===== src/rtl/vwide_pkg.sv =====
package vwide_pkg;

  typedef enum logic [1:0] {
    SZ_NONE = 2'd0,
    SZ_H    = 2'd1,
    SZ_S    = 2'd2,
    SZ_D    = 2'd3
  } laneSize_e;

  localparam logic [7:0] FAMILY_HI  = 8'h45;
  localparam logic [2:0] FAMILY_MID = 3'b010;

  typedef struct packed {
    logic      write;
    logic      sub;
    logic      uns;
    logic      top;
    laneSize_e size;
  } dpCtrl_t;

endpackage


===== src/rtl/vwide_lane.sv =====
module vwide_lane #(
  parameter int LW = 16
) (
  input  logic [LW-1:0] a,
  input  logic [LW-1:0] b,
  input  logic          sub,
  input  logic          uns,
  input  logic          top,
  output logic [LW-1:0] res
);
  localparam int NW = LW / 2;

  logic [NW-1:0] narrow;
  logic [LW-1:0] extended;
  logic          fillBit;

  always_comb begin
    narrow   = top ? b[LW-1:NW] : b[NW-1:0];
    fillBit  = ~uns & narrow[NW-1];
    extended = {{NW{fillBit}}, narrow};
    res      = sub ? (a - extended) : (a + extended);
  end
endmodule


===== src/rtl/vwide_ctrl.sv =====
module vwide_ctrl
  import vwide_pkg::*;
(
  input  logic        clk,
  input  logic        rstN,
  input  logic        inValid,
  input  logic [31:0] instr,
  output dpCtrl_t     dpCtrl,
  output logic        outValid,
  output logic        outIllegal,
  output logic [4:0]  outRd
);
  logic      familyHit;
  logic      accepted;
  laneSize_e sizeField;
  logic      unusedRegBits;

  assign unusedRegBits = ^{instr[20:16], instr[9:5]};

  always_comb begin
    familyHit = (instr[31:24] == FAMILY_HI) && !instr[21] &&
                (instr[15:13] == FAMILY_MID);
    accepted  = inValid && familyHit;
    sizeField = laneSize_e'(instr[23:22]);

    dpCtrl.write = accepted && (sizeField != SZ_NONE);
    dpCtrl.sub   = instr[12];
    dpCtrl.uns   = instr[11];
    dpCtrl.top   = instr[10];
    dpCtrl.size  = sizeField;
  end

  always_ff @(posedge clk) begin
    if (!rstN) begin
      outValid   <= 1'b0;
      outIllegal <= 1'b0;
      outRd      <= '0;
    end else begin
      outValid   <= dpCtrl.write;
      outIllegal <= accepted && (sizeField == SZ_NONE);
      if (dpCtrl.write) outRd <= instr[4:0];
    end
  end
endmodule


===== src/rtl/vwide_dp.sv =====
module vwide_dp
  import vwide_pkg::*;
#(
  parameter int VW = 128
) (
  input  logic          clk,
  input  logic          rstN,
  input  dpCtrl_t       dpCtrl,
  input  logic [VW-1:0] srcA,
  input  logic [VW-1:0] srcB,
  output logic [VW-1:0] outResult
);
  logic [VW-1:0] sizeRes [4];
  logic [VW-1:0] nextRes;

  assign sizeRes[0] = '0;

  for (genvar gs = 1; gs < 4; gs++) begin : g_size
    localparam int LW = 8 << gs;
    localparam int NL = VW / LW;
    for (genvar gl = 0; gl < NL; gl++) begin : g_lane
      vwide_lane #(.LW(LW)) u_lane (
        .a   (srcA[gl*LW +: LW]),
        .b   (srcB[gl*LW +: LW]),
        .sub (dpCtrl.sub),
        .uns (dpCtrl.uns),
        .top (dpCtrl.top),
        .res (sizeRes[gs][gl*LW +: LW])
      );
    end
  end

  always_comb nextRes = sizeRes[dpCtrl.size];

  always_ff @(posedge clk) begin
    if (!rstN)             outResult <= '0;
    else if (dpCtrl.write) outResult <= nextRes;
  end
endmodule


===== src/rtl/vwide_addsub.sv =====
module vwide_addsub
  import vwide_pkg::*;
#(
  parameter int VW = 128
) (
  input  logic          clk,
  input  logic          rstN,
  input  logic          inValid,
  input  logic [31:0]   instr,
  input  logic [VW-1:0] srcA,
  input  logic [VW-1:0] srcB,
  output logic          outValid,
  output logic          outIllegal,
  output logic [4:0]    outRd,
  output logic [VW-1:0] outResult
);
  dpCtrl_t dpCtrl;

  vwide_ctrl u_ctrl (
    .clk        (clk),
    .rstN       (rstN),
    .inValid    (inValid),
    .instr      (instr),
    .dpCtrl     (dpCtrl),
    .outValid   (outValid),
    .outIllegal (outIllegal),
    .outRd      (outRd)
  );

  vwide_dp #(.VW(VW)) u_dp (
    .clk       (clk),
    .rstN      (rstN),
    .dpCtrl    (dpCtrl),
    .srcA      (srcA),
    .srcB      (srcB),
    .outResult (outResult)
  );
endmodule


===== config.mk =====
export PLATFORM = sky130hd
export DESIGN_NAME = vwide_addsub
export DESIGN_NICKNAME = d
export VERILOG_FILES = /design/src/rtl/vwide_pkg.sv /design/src/rtl/vwide_lane.sv /design/src/rtl/vwide_ctrl.sv /design/src/rtl/vwide_dp.sv /design/src/rtl/vwide_addsub.sv
export SDC_FILE = /design/constraint.sdc
export NUM_CORES = 2
export LEC_CHECK = 0
export CORE_ASPECT_RATIO = 0.9
export CORE_MARGIN = 8
export CORE_UTILIZATION = 35
export CTS_CLUSTER_DIAMETER = 80
export CTS_CLUSTER_SIZE = 14
export DETAILED_ROUTE_END_ITERATION = 6
export DONT_BUFFER_PORTS = 1
export PLACE_DENSITY_LB_ADDON = 0.3
export SYNTH_ARGS = -nofsm -noshare
export SYNTH_HDL_FRONTEND = slang
export SYNTH_SLANG_ARGS = --single-unit

===== constraint.sdc =====
create_clock -name clk -period 10.6 [get_ports clk]
set_input_delay 2.12 -clock clk [delete_from_list [all_inputs] [get_ports clk]]
set_output_delay 2.12 -clock clk [all_outputs]
set_load 0.05 [all_outputs]

==> impl_results.md <==
* Status: finished, violations left
* Failing checks: DRC
* Setup-failing EPs final at 0
* CP arrival at 8.18 ns
* Ys flop type: dfxtp_1
* DP Cell Count at 5814
* WP buf/inv at 0
* Worst Setup End Kind: register
* Layout cell share with drive strength beyond 1 at 0.0345
* Routability-driven placement congestion ratio at 1.00
* Vias at 36.7k
* Cell taking the most area after synthesis: ha_1
* Power density over the cells at 107 mW/mm2
* Final core occ at 0.369
* P&R area growth vs syn at 4.54%
* Setup crit start: instr[10]
* Mapped Cells at 4782
* CTS Hold Buffers Added at 0
* WL/cell at 27.1 um
* Comb power frac at 0.669
* Hold EP: u_ctrl.outRd[2]
* Die X at 338 um
* Ys Warns at 0
* Most Frequent Cell on Critical Path: nor2_1
* Clk_lat worst skew at 0.54 ns
* Worst r2r dst: u_dp.outResult[60]
* WP data required at 11.03 ns
* Area of the core at 0.0928 mm2
* HPWL Detailed at 122000 um
* Post-synth EDFFs at 0
* Register share of total power at 0.139
* Fin Setup TNS at 0 ns
* Synth top area cells: ha_1 (15%), a21oi_1 (9.9%), dfxtp_1 (8.3%)
* DR iter-0 viols at 4239
* Syn avg cell area at 6.85 um2
* Psw at 0.00183 W
* Routed WL at 158000 um
* Row count at 106
* R2r startpoint: u_dp.outResult[60]
* Worst Max-Slew Pin Slew at 1.23 ns
* Power Internal at 0.00182 W
* Root Driver: clkbuf_16
* Pin count of the biggest net entering global routing at 415
* Final Power at 0.00366 W
* Clk pwr share at 0.193
* Final Hold Fails at 0
* Async set-or-reset flop fraction in the synthesized netlist at 0
* H-Tree Depth at 4
* Nets@finish at 5280
* Final max-slew violation count at 0
* # Post-CTS Setup Buffers at 0
* Relative slew slack at 0.174
* Netlist cell types at 100
* Fraction of post-synthesis cell area in the top cell type by area at 0.147
* Worst Hold Path Cells at 2
* Worst reg2reg setup slack at 8.94 ns
* Final worst path period share at 0.732
* Number of buffers created by CTS at 17
* Post-Syn Area at 0.0328 mm2
* TritonCTS clock tree: yes
* Setup crit start kind: input port
* RSZ-0062 raised after global routing: false
* CP max stage delay at 0.97 ns
* HP Class: reg -> reg
* DRT Pass-1 Iters at 7
* I/O pin total at 426
* Worst setup path class: in -> reg
* Antenna violations before repair at 8
* Achievable Freq at 129 MHz
* Syn_nets at 5471
* First-pass GRT wire length at 226000 um
* Initial core utilization at 0.353
* Reg clk slew, reported paths at 0.08 ns
* Flops & latches, synth at 135
* PostCTS Resize Cnt at 0
* Vias per cell at 6.28
* Worst reg2reg path depth at 3
* Final ANT Viol Nets at 0
* Largest delay share family, worst path: compound AO/OA/AOI/OAI gates
* PortBufs at 0
* Gr usage total at 0.287
* Clk sink count at 135
* Critical path's slowest cell: o41ai_1
* CTS max path bufs at 2
* Fin cells at 5849
* Switching part of the total power at 0.502
* Max VDD drop at 85.0 uV
* Overflow left after global routing at 0
* Die area at 0.104 mm2
* Worst Min Path Start: u_ctrl.outRd[2]
* Chip height at 306 um
* Max Cap Viol at 0
* Crit Path Max Fanout at 414
* Clk_skew at 0 ns
* Vias in the first global route at 33.4k
* Critical Path, Cell by Cell: nor2b_1, a21oi_1, ha_1, o21ai_0, o21bai_1, nor4_1, o21a_1, and2_1, nor2_1, xor2_1, ha_1, nand2_1, nor2_1, nand4_1, nor3_1, a21oi_1, o21ai_0, a31oi_1, o41ai_1, xor2_1, a221oi_1, nor2_1
* Period minus WS final at 7.75 ns
* Post-route DRC at 7
* P_leak at 14.0 nW
* Register area share after synthesis at 0.0825
* Filler cells at 10.1k
cells in the mapped netlist (26+ instances only):
library cell	number
a21oi_1	651
o31ai_1	35
nor3_1	169
o211ai_1	30
nand4_1	49
o21a_1	62
inv_1	128
nand2b_1	54
xnor2_1	220
and2_1	29
a221oi_1	52
nand2_1	353
or2_2	26
mux2i_1	79
o21ai_0	370
xor2_1	239
a21o_1	155
and3_1	44
nor2b_1	112
nor2_1	520
dfxtp_1	135
o22a_1	33
a31oi_1	73
buf_2	30
nor3b_1	38
a211oi_1	56
ha_1	384
clkbuf_1	185
o21bai_1	51
nand3_1	64
worst max path at each step:
stage	slack [ns]	end	cells past startpoint
floorplan	2.15	u_dp.outResult[63]	37
global placement	2.60	u_dp.outResult[116]	21
detailed placement	2.67	u_dp.outResult[63]	21
CTS	3.19	u_dp.outResult[63]	21
global route	2.62	u_dp.outResult[63]	21
finish	2.85	u_dp.outResult[50]	22
worst register-to-register path: stages, from the launching register on:
cell and delay, ns:
dfxtp_1 0.70, o21ai_0 0.29, or4_1 0.51, nand3_1 0.10
stage by stage:
step | cell area [um2] | hold slack (ns) | setup WS, ns
floorplan | 32800 | 0.675 | 2.15
global placement | 33600 | 0.696 | 2.60
detailed placement | 33600 | 0.698 | 2.67
CTS | 34200 | 0.709 | 3.19
global route | 34200 | 0.739 | 2.62
finish | 34200 | 0.706 | 2.85
flip-flops by register name, indices dropped and copies added, names as in the netlist:
register           flops
u_ctrl.outRd           5
u_ctrl.outValid        1
u_ctrl.outIllegal      1
u_dp.outResult       128
power by group through the flow:
stage	sequential [W]	clock, W	combinational, W
after floorplan	0.000519	0	0.00190
after global placement	0.000519	0	0.00237
after detailed placement	0.000519	0	0.00238
after CTS	0.000507	0.000717	0.00240
after global routing	0.000507	0.000729	0.00268
final	0.000507	0.000705	0.00245
kinds of logic (layout without fill, tap and decap cells):
family	count (synthesis)	count (layout)	synth area share
AO/OA/AOI/OAI	1798	1798	0.346
AND/OR/NAND/NOR	1532	1532	0.222
XOR/XNOR	459	459	0.123
adder cells (fa/ha/maj)	398	398	0.155
other	0	3	0
buffers and inverters	374	196	0.0454
flip-flops	135	135	0.0825
multiplexers	86	86	0.0265
area by class of cell:
type                            instances  area [um2]  share of cell area
Antenna cell                            3        7.51            0.000219
Inverter                              130         489              0.0143
Multi-Input combinational cell       4273       28600               0.837
Tap cell                             1242        1550              0.0454
Clock inverter                         15         163             0.00475
Sequential cell                       135        2700              0.0789
Clock buffer                           17         425              0.0124
Timing Repair Buffer                   34         255             0.00745
cell usage in the layout (no fill, tap or decap), types with 12 or more instances in the layout:
cell	n
clkbuf_16	17
o22a_1	33
or3_1	24
a21o_1	155
nor2b_1	112
o211ai_1	30
buf_4	34
o21a_1	62
nand3_1	63
fa_1	14
or2_2	26
ha_1	384
inv_1	126
nor3b_1	38
nor3_1	169
o21ai_0	370
nor4_1	12
nor2_1	511
a41oi_1	15
nand2b_1	54
o221ai_1	21
mux2i_1	79
nand2_1	351
o21bai_1	51
a21boi_0	24
xnor2_1	220
xor2_1	238
nand4_1	49
dfxtp_1	135
a31oi_1	73
o22ai_1	15
a211oi_1	56
a21oi_1	650
o41ai_1	12
a221oi_1	52
and3_1	43
a2111oi_0	18
o31ai_1	35
and2_1	29
metal layers:
metal | vias to the layer above | GRT usage | share of wire
li1 | 17329 | - | -
met1 | 17368 | 0.388 | 0.44
met2 | 1788 | 0.433 | 0.42
met3 | 254 | 0.0912 | 0.11
met4 | 2 | 0.0865 | 0.031
met5 | - | 0 | 0.000082
Note: power is estimated with default switching activity, not from simulation.
